File: config.mk
export PLATFORM = sky130hd
export DESIGN_NAME = stw_top
export DESIGN_NICKNAME = d
export VERILOG_FILES = /design/src/rtl/stw_pkg.sv /design/src/rtl/stw_bcd_digit.sv /design/src/rtl/stw_keydeb.sv /design/src/rtl/stw_top.sv
export SDC_FILE = /design/constraint.sdc
export NUM_CORES = 1
export LEC_CHECK = 0
export BUFFER_PORTS_ARGS = -buffer_cell sky130_fd_sc_hd__buf_2
export CORE_ASPECT_RATIO = 2
export CORE_MARGIN = 8
export CORE_UTILIZATION = 50
export CTS_CLUSTER_DIAMETER = 60
export CTS_CLUSTER_SIZE = 40
export DETAILED_ROUTE_END_ITERATION = 7
export PLACE_DENSITY = 0.73
export SYNTH_ARGS = -nofsm -noshare
export SYNTH_HDL_FRONTEND = slang
export SYNTH_SLANG_ARGS = --single-unit
File: constraint.sdc
create_clock -name clk -period 1.6 [get_ports clk]
set_clock_uncertainty 0.2 [all_clocks]
set_input_delay 0.08 -clock clk [delete_from_list [all_inputs] [get_ports clk]]
set_output_delay 0.08 -clock clk [all_outputs]
set_load 0.02 [all_outputs]
File: src/rtl/stw_pkg.sv
package stw_pkg;
   localparam int NDIG = 3;
   typedef logic [3:0] bcd_t;
   localparam logic [2:0] A_D0    = 3'd0;
   localparam logic [2:0] A_DTOP  = 3'(NDIG - 1);
   localparam logic [2:0] A_CTRL  = 3'(NDIG);
   localparam logic [2:0] A_FLAGS = 3'(NDIG + 1);
   localparam logic [2:0] A_MASK  = 3'(NDIG + 2);
   localparam int F_10HZ = 0;
   localparam int F_1HZ  = 1;
   localparam int F_RUN  = 2;
   localparam int F_LAP  = 3;
endpackage

File: src/rtl/stw_bcd_digit.sv
module stw_bcd_digit
   import stw_pkg::*;
(
   input  logic clk,
   input  logic rst_n,
   input  logic clr,
   input  logic inc,
   output bcd_t q,
   output logic wrap
);
   assign wrap = inc && (q == 4'd9);

   always_ff @(posedge clk or negedge rst_n) begin
      if (!rst_n)      q <= '0;
      else if (clr)    q <= '0;
      else if (inc)    q <= (q == 4'd9) ? 4'd0 : q + 4'd1;
   end
endmodule

File: src/rtl/stw_keydeb.sv
module stw_keydeb #(
   parameter int DEB_SAMPLES = 48
) (
   input  logic clk,
   input  logic rst_n,
   input  logic smp,
   input  logic key,
   output logic evt
);
   localparam int CW = $clog2(DEB_SAMPLES) + 1;

   logic          armed;
   logic [CW-1:0] lowcnt;

   always_ff @(posedge clk or negedge rst_n) begin
      if (!rst_n) begin
         armed  <= 1'b1;
         lowcnt <= '0;
         evt    <= 1'b0;
      end else begin
         evt <= 1'b0;
         if (smp) begin
            if (armed) begin
               if (key) begin
                  evt    <= 1'b1;
                  armed  <= 1'b0;
                  lowcnt <= '0;
               end
            end else if (key) begin
               lowcnt <= '0;
            end else if (lowcnt == CW'(DEB_SAMPLES - 1)) begin
               armed  <= 1'b1;
               lowcnt <= '0;
            end else begin
               lowcnt <= lowcnt + 1'b1;
            end
         end
      end
   end
endmodule

File: src/rtl/stw_top.sv
module stw_top
   import stw_pkg::*;
#(
   parameter int DEB_SAMPLES = 48
) (
   input  logic       clk,
   input  logic       rst_n,
   input  logic       tick_1k,
   input  logic       smp_1k,
   input  logic       run_key,
   input  logic       lap_key,
   input  logic       wr_en,
   input  logic       rd_en,
   input  logic [2:0] addr,
   input  logic [3:0] wdata,
   output logic [3:0] rdata,
   output logic       irq
);
   generate
      if (DEB_SAMPLES < 2) begin : g_bad_deb
         $error("DEB_SAMPLES must be at least 2");
      end
      if (NDIG != 3) begin : g_bad_ndig
         $error("stopwatch expects three digits");
      end
   endgenerate

   logic [NDIG-1:0][3:0] cnt;
   logic [NDIG-1:0][3:0] cap_buf;
   logic [NDIG-1:0]      inc;
   logic [NDIG-1:0]      wrap;
   logic                 run, crnw, lap_pend;
   logic [3:0]           flags, mask, set_vec, clr_vec;
   logic                 run_evt, lap_evt, run_ok, lap_ok;
   logic                 wr_ctrl, clr_cnt, cap, rd_low, rd_top;

   assign wr_ctrl = wr_en && (addr == A_CTRL);
   assign clr_cnt = wr_ctrl && wdata[1];
   assign cap     = tick_1k && lap_pend;
   assign rd_low  = rd_en && (addr == A_D0);
   assign rd_top  = rd_en && (addr == A_DTOP);

   // digit chain
   generate
      for (genvar i = 0; i < NDIG; i++) begin : g_dig
         if (i == 0) begin : g_first
            assign inc[i] = run && tick_1k;
         end else begin : g_next
            assign inc[i] = wrap[i-1];
         end
         stw_bcd_digit i_digit (
            .clk  (clk),
            .rst_n(rst_n),
            .clr  (clr_cnt),
            .inc  (inc[i]),
            .q    (cnt[i]),
            .wrap (wrap[i])
         );
      end
   endgenerate

   stw_keydeb #(.DEB_SAMPLES(DEB_SAMPLES)) i_deb_run (
      .clk(clk), .rst_n(rst_n), .smp(smp_1k), .key(run_key), .evt(run_evt)
   );
   stw_keydeb #(.DEB_SAMPLES(DEB_SAMPLES)) i_deb_lap (
      .clk(clk), .rst_n(rst_n), .smp(smp_1k), .key(lap_key), .evt(lap_evt)
   );

   assign run_ok = run_evt && !lap_evt;
   assign lap_ok = lap_evt && !run_evt;

   always_comb begin
      set_vec         = '0;
      set_vec[F_10HZ] = wrap[1] && !clr_cnt;
      set_vec[F_1HZ]  = wrap[2] && !clr_cnt;
      set_vec[F_RUN]  = run_ok;
      set_vec[F_LAP]  = lap_ok;
      clr_vec         = (wr_en && (addr == A_FLAGS)) ? wdata : 4'h0;
   end

   always_ff @(posedge clk or negedge rst_n) begin
      if (!rst_n) begin
         run      <= 1'b0;
         crnw     <= 1'b0;
         lap_pend <= 1'b0;
         flags    <= '0;
         mask     <= '0;
         cap_buf  <= '0;
      end else begin
         if (wr_ctrl)     run <= wdata[0];
         else if (run_ok) run <= !run;

         if (lap_ok)   lap_pend <= 1'b1;
         else if (cap) lap_pend <= 1'b0;

         if (cap)                 cap_buf <= cnt;
         else if (rd_low && !crnw) cap_buf <= cnt;

         if (cap)         crnw <= 1'b1;
         else if (rd_top) crnw <= 1'b0;

         flags <= (flags & ~clr_vec) | set_vec;
         if (wr_en && (addr == A_MASK)) mask <= wdata;
      end
   end

   always_comb begin
      rdata = '0;
      if (rd_en) begin
         if (addr == A_D0)         rdata = crnw ? cap_buf[0] : cnt[0];
         else if (addr == A_CTRL)  rdata = {1'b0, crnw, 1'b0, run};
         else if (addr == A_FLAGS) rdata = flags;
         else if (addr == A_MASK)  rdata = mask;
         else begin
            for (int i = 1; i < NDIG; i++)
               if (addr == 3'(i)) rdata = cap_buf[i];
         end
      end
   end

   assign irq = |(flags & mask);
endmodule

==> out/metrics.yaml, run 1 <==
synth_flop_cell: "dfrtp_1"
clk_latency_ns: 0.30
rsz0062_at_grt: "true"
postSynthCellCount: 292
crit_type: "flip-flop to output pin"
path_max_fanout: 2
synth-seq-cells: 53
yosysMostFrequentCell: "dfrtp_1"
hold_ws_ns: -0.0642
initial_core_util_pct: 51.5
violations: "negative hold slack, negative setup slack"
cts-root-buf: "clkbuf_16"
ir_drop_v: 0.000983
path_buf_inv: 2
setup_viol_count_final: 17
hold_viol_final: 1
syn2layout_area_growth_pct: 34.8
fillCellCount: 426
drt_pass1_iterations: 4
cp_cell_sequence: "buf_6 > mux2_4 > o221a_4 > buf_6"
cts_buffers: 5
dpl.hpwl_um: 5210
dp_cells: 396
drt_iter0_markers: 100
leakage_nw: 1.83
htreeDepth: 2
vias_per_cell: 5.81
die_y_um: 124
cts.sink_count: 53
core-area_mm2: 0.00566
diodes: 0
grt_max_degree: 24
grt_usage_pct: 17.0
num_vias: 2488
antenna_found_initial: 0
num_rows: 39
worst_path_most_repeated_cell: "buf_6"
final_cells: 428
drive_gt1_share_pct: 39.5
gp_congestion: 0.823
final_core_util_pct: 69.4
max_cap_viol_count: 0
min_period_ns: 1.76
syn_area_mm2: 0.00292
wl_per_cell_um: 17.1
fin_ws_ns: -0.161
cp_top_family: "flip-flops"
die_x_um: 70.0
synth_top_area_share_pct: 43.8
report.final.slew_viol_count: 0
status: "complete, but fails checks"
synthDistinctLibCells: 54
timing.fmax_ghz: 0.568
multi_input_area_mm2: 0.00168
clock_path_buffers: 2
slowest_stage: "dfrtp_1"
synth.yosys.seq_area_share_pct: 45.6
io_pins: 20
synth-async-reset-ratio_pct: 100
critPathLaunchType: "flip-flop"
arrival_ns: 1.48
place.port_buffers: 19
synth-edff-count: 0
yosys-top-cells-count: "51 x dfrtp_1, 29 x nand2_1, 24 x nor2_1, 20 x a21oi_1, 18 x mux2_2"
pwr_density_cell_mw_per_mm2: 1060
cts_tree: "built"
dieArea_mm2: 0.00868
synth_area_per_cell_um2: 9.98
clk_pin_slew_worst_paths_ns: 0.07
ff_latch_area_mm2: 0.00133
worstPathRequired_ns: 1.32
cp-end-kind: "output pin"
fin_nets: 389
yosysWarningCount: 0
synth_fp_nets: 315
max_slew_margin_pct: 67.1
grt.overflow.total: 0
grt_pass1_vias: 2620
yosysTopAreaCell: "dfrtp_1"
ant_nets: 0
fin_crit_sh_pct: 110
synth_area_leaders: "dfrtp_1 44%, mux2_2 7.0%, nand2_1 3.7%"
worst_pin_slew_ns: 0.494
hold_class: "input pin to flip-flop"
grt_pass1_wl_um: 12200
drc: 0
cpPeakStageDelay_ns: 0.40
wl_um: 7320
repair_timing:
action / CTS / global route
hold buffers: 11 / 0
setup buffers: 10 / 5
endpoints found under the hold margin: 72 / 0
gates resized for setup: 33 / 30
pin swaps: 15 / 15
setup endpoints to repair: 20 / 33
cell families after synthesis:
kind of cell,count (synthesis),share of synthesized area (%)
AND/OR/NAND/NOR,113,21.0
AO/OA/AOI/OAI,67,15.3
flip-flops,53,45.6
multiplexers,26,9.70
buffers and inverters,21,3.82
adder cells (fa/ha/maj),8,3.43
XOR/XNOR,4,1.20
path summary, 6_finish.rpt:
kind / slack (ns) / to / cells after the start / startpoint
worst min-delay path: -0.06 / crnw$_DFFE_PN0P_ / 4 / rd_en
worst min register to register: 0.28 / i_deb_lap.lowcnt[6]$_DFFE_PN0P_ / 1 / i_deb_lap.lowcnt[6]$_DFFE_PN0P_
worst max register to register: -0.14 / g_dig[2].i_digit.q[0]$_DFFE_PN0P_ / 6 / g_dig[0].i_digit.q[1]$_DFFE_PN0P_
min in group asynchronous: 0.08 / cap_buf[3]$_DFFE_PN0P_ / 2 / rst_n
max in group asynchronous: 0.53 / i_deb_run.armed$_DFFE_PN1P_ / 3 / rst_n
worst max-delay path: -0.16 / rdata[2] / 4 / g_dig[0].i_digit.q[2]$_DFFE_PN0P_
cell type report:
cell class,instances,share of cell area (%)
Inverter,10,0.955
Tap cell,61,1.94
Clock buffer,5,3.18
Clock inverter,3,1.18
Timing Repair Buffer,78,16.1
Multi-Input combinational cell,218,42.8
Sequential cell,53,33.9
state kept, by name, summed over array words and instances, names as in the netlist:
register          count
cap_buf              12
crnw                  1
flags                 4
g_dig.i_digit.q      12
i_deb_lap.armed       1
i_deb_lap.evt         1
i_deb_lap.lowcnt      7
i_deb_run.armed       1
i_deb_run.evt         1
i_deb_run.lowcnt      7
lap_pend              1
mask                  4
run                   1
through the flow:
| stage | setup TNS (ns) | setup WS, ns | total power (W) | hold WS [ns] | cell area (um2) |
|---|---|---|---|---|---|
| global placement | -0.794 | -0.140 | 0.00253 | -0.137 | 3290 |
| finish | -1.31 | -0.161 | 0.00417 | -0.0642 | 3930 |
| global route | -2.27 | -0.182 | 0.00436 | 0.00377 | 3930 |
| detailed placement | -1.35 | -0.181 | 0.00257 | -0.133 | 3290 |
| floorplan | -0.237 | -0.0617 | 0.00219 | -0.416 | 2920 |
| CTS | -1.21 | -0.155 | 0.00408 | 0.00986 | 3780 |
report_power, final:
group          internal [W]  switching [W]  total, W
combinational      0.000666       0.000573   0.00124
clock              0.000741       0.000502   0.00124
sequential          0.00153       0.000149   0.00168
placed cells by master (no fill, tap or decap), drive strengths merged, types with 3 or more instances in the layout:
| cell | instances |
|---|---|
| ha | 8 |
| nor2 | 24 |
| nor2b | 8 |
| nand4 | 3 |
| clkbuf | 5 |
| nand2b | 7 |
| mux2i | 8 |
| mux2 | 18 |
| and4b | 3 |
| dlygate4sd3 | 9 |
| a21oi | 20 |
| dfrtp | 51 |
| inv | 9 |
| buf | 68 |
| nor3 | 10 |
| and2 | 3 |
| o21ai | 15 |
| a21o | 3 |
| xnor2 | 3 |
| a32o | 3 |
| nand3 | 8 |
| o31ai | 3 |
| a22o | 5 |
| nand2 | 30 |
| or3 | 5 |
layer usage:
metal | global-route usage [%] | share of wire [%] | wire length, um | up-vias
met3 | 2.71 | 2.5 | 186 | 12
met1 | 16.7 | 37 | 2710 | 1227
met5 | 0 | 0 | 0 | -
met2 | 34.1 | 58 | 4260 | 44
met4 | 6.95 | 2.3 | 167 | 0
li1 | - | - | - | 1205
worst register-to-register path, cell delays in order (launching register included):
cell and delay, ns:
dfrtp_1 0.37, inv_1 0.06, ha_2 0.16, and3b_2 0.29
nand3_4 0.12, or3_4 0.35, a21oi_2 0.12
Note: power is estimated with default switching activity, not from simulation.
==> run 2, diff against run 1 <==
Settings changed: CORE_UTILIZATION 50 to 52, CTS_CLUSTER_SIZE 40 to not set, PLACE_DENSITY 0.73 to 0.75.
==> run 2 against run 1 <==
Effect of this change:
- the run ends with negative setup slack left
- worst setup slack worse by 0.032 ns
- combinational power barely moved
- sequential power about the same
- routed wire length down 0.18%
- design area decreased by 1.5%
- largest power group unchanged
==> out/metrics.yaml, run 2 (synthesis results as in run 1) <==
swShare_pct: 31.5
place.port_buffers: 19
vias_per_cell: 5.85
fin_crit_sh_pct: 112
setup_viol_count_final: 15
wl_met1_um: 2750
leakage_nw: 1.77
wl_um: 7310
path_max_fanout: 2
violations: "negative setup slack"
ant_nets: 0
mostFrequentLayoutCells: "49 x dfrtp_1, 31 x buf_4, 28 x nand2_1"
io_pins: 20
num_rows: 38
cp_cell_sequence: "buf_6 > mux2_4 > o221a_4 > buf_6"
fillCellCount: 397
arrival_ns: 1.51
min_period_ns: 1.79
cts-root-buf: "clkbuf_8"
crit_type: "flip-flop to output pin"
worst_pin_slew_ns: 0.423
antenna_found_initial: 0
status: "complete, but fails checks"
final_core_util_pct: 71.4
final_cells: 421
p_switching_w: 0.00117
p_seq_share_pct: 45.9
drt_pass1_iterations: 4
cp-end-kind: "output pin"
num_vias: 2463
clk_pin_slew_worst_paths_ns: 0.09
hold_viol_final: 0
worst_path_most_repeated_cell: "buf_6"
highest_layer: "met4"
pwr-share-comb_pct: 33.7
cpPeakStageDelay_ns: 0.41
p_int_w: 0.00255
grt_pass1_wl_um: 11400
syn2layout_area_growth_pct: 32.7
reg_top3: "cap_buf x12, g_dig.i_digit.q x12"
pwr_density_cell_mw_per_mm2: 960
fin_ws_ns: -0.193
critPathLaunchType: "flip-flop"
dp_slack_ns: -0.203
layout_commonest_cell: "dfrtp_1"
hold_ws_ns: 0.0298
ir_drop_v: 0.000908
timing.fmax_ghz: 0.558
rr_startpoint: "g_dig[0].i_digit.q[2]$_DFFE_PN0P_"
core-area_mm2: 0.00542
worstPathRequired_ns: 1.32
dp_cells: 392
placed_area_mm2: 0.00328
drt_iter0_markers: 129
max_cap_viol_count: 0
rsz0062_at_grt: "true"
report.final.slew_viol_count: 0
stdcell_area_mm2: 0.00387
clk_latency_ns: 0.31
gp_congestion: 0.846
hold_class: "input pin to async pin"
dpl.hpwl_um: 4990
slowest_stage: "dfrtp_1"
wl_per_cell_um: 17.4
met3_length_um: 177
grt_pass1_vias: 2569
die_x_um: 68.9
grt_max_degree: 32
cts_tree: "built"
clkPwrFrac_pct: 20.3
grt_usage_pct: 17.5
grt.overflow.total: 0
cts.sink_count: 53
diodes: 0
drc: 0
startpoint: "g_dig[0].i_digit.q[2]$_DFFE_PN0P_"
htreeDepth: 2
cts_buffers: 5
clock_path_buffers: 2
drive_gt1_share_pct: 37.1
dieArea_mm2: 0.00840
max_slew_margin_pct: 71.8
wl_met2_um: 4180
die_y_um: 122
initial_core_util_pct: 53.8
fin_nets: 383
-- run 2: path summary, 6_finish.rpt --
| path | endpoint | slack (ns) | cells past startpoint |
|---|---|---|---|
| max in group asynchronous | i_deb_run.armed$_DFFE_PN1P_ | 0.64 | 3 |
| worst min register to register | i_deb_lap.lowcnt[6]$_DFFE_PN0P_ | 0.29 | 1 |
| worst max register to register | g_dig[2].i_digit.q[0]$_DFFE_PN0P_ | -0.14 | 5 |
| min in group clk | flags[0]$_DFF_PN0_ | 0.03 | 4 |
| worst min-delay path | cap_buf[3]$_DFFE_PN0P_ | 0.03 | 2 |
| worst max-delay path | rdata[2] | -0.19 | 4 |
-- run 2: per-stage QoR --
step	total power, W	setup TNS (ns)
detailed placement	0.00256	-1.59
CTS	0.00351	-1.32
finish	0.00372	-1.38
global placement	0.00252	-0.937
floorplan	0.00219	-0.237
global route	0.00390	-2.32
-- run 2: repair_timing --
action	4_1_cts	5_1_grt
pin swaps	10	13
buffers inserted	5	5
resized for setup	27	47
hold buffers	10	1
cloned	0	1
hold endpoints to repair	76	1
endpoints found under the setup margin	22	40
-- run 2: critical path: cells and delay by family, from the launching register on --
kind | cells | cell delay (ns)
mux | 1 | 0.28
compound gates | 1 | 0.26
buf+inv | 2 | 0.26
flops | 1 | 0.41
-- run 2: cell type report --
| type | instances | area, um2 | share of cell area, % |
|---|---|---|---|
| multi-input cells | 218 | 1720 | 44.6 |
| repair buffers | 72 | 616 | 15.9 |
| inverters | 10 | 37.5 | 0.970 |
| flip-flops and latches | 53 | 1330 | 34.4 |
| well taps | 60 | 75.1 | 1.94 |
| clock buffers | 6 | 72.6 | 1.88 |
| clock inverters | 2 | 13.8 | 0.356 |
-- run 2: routing by layer --
layer | track usage, % | vias up
met5 | 0 | -
met4 | 8.09 | 0
met3 | 3.04 | 13
met2 | 32.3 | 41
met1 | 17.6 | 1221
li1 | - | 1188
-- run 2: power by group through the flow --
| stage | Sequential (W) | Clock [W] | Combinational (W) |
|---|---|---|---|
| after floorplan | 0.00169 | 0 | 0.000498 |
| after global placement | 0.00168 | 0 | 0.000839 |
| after detailed placement | 0.00169 | 0 | 0.000864 |
| after CTS | 0.00167 | 0.000779 | 0.00106 |
| after global routing | 0.00173 | 0.000826 | 0.00135 |
| final | 0.00171 | 0.000755 | 0.00125 |
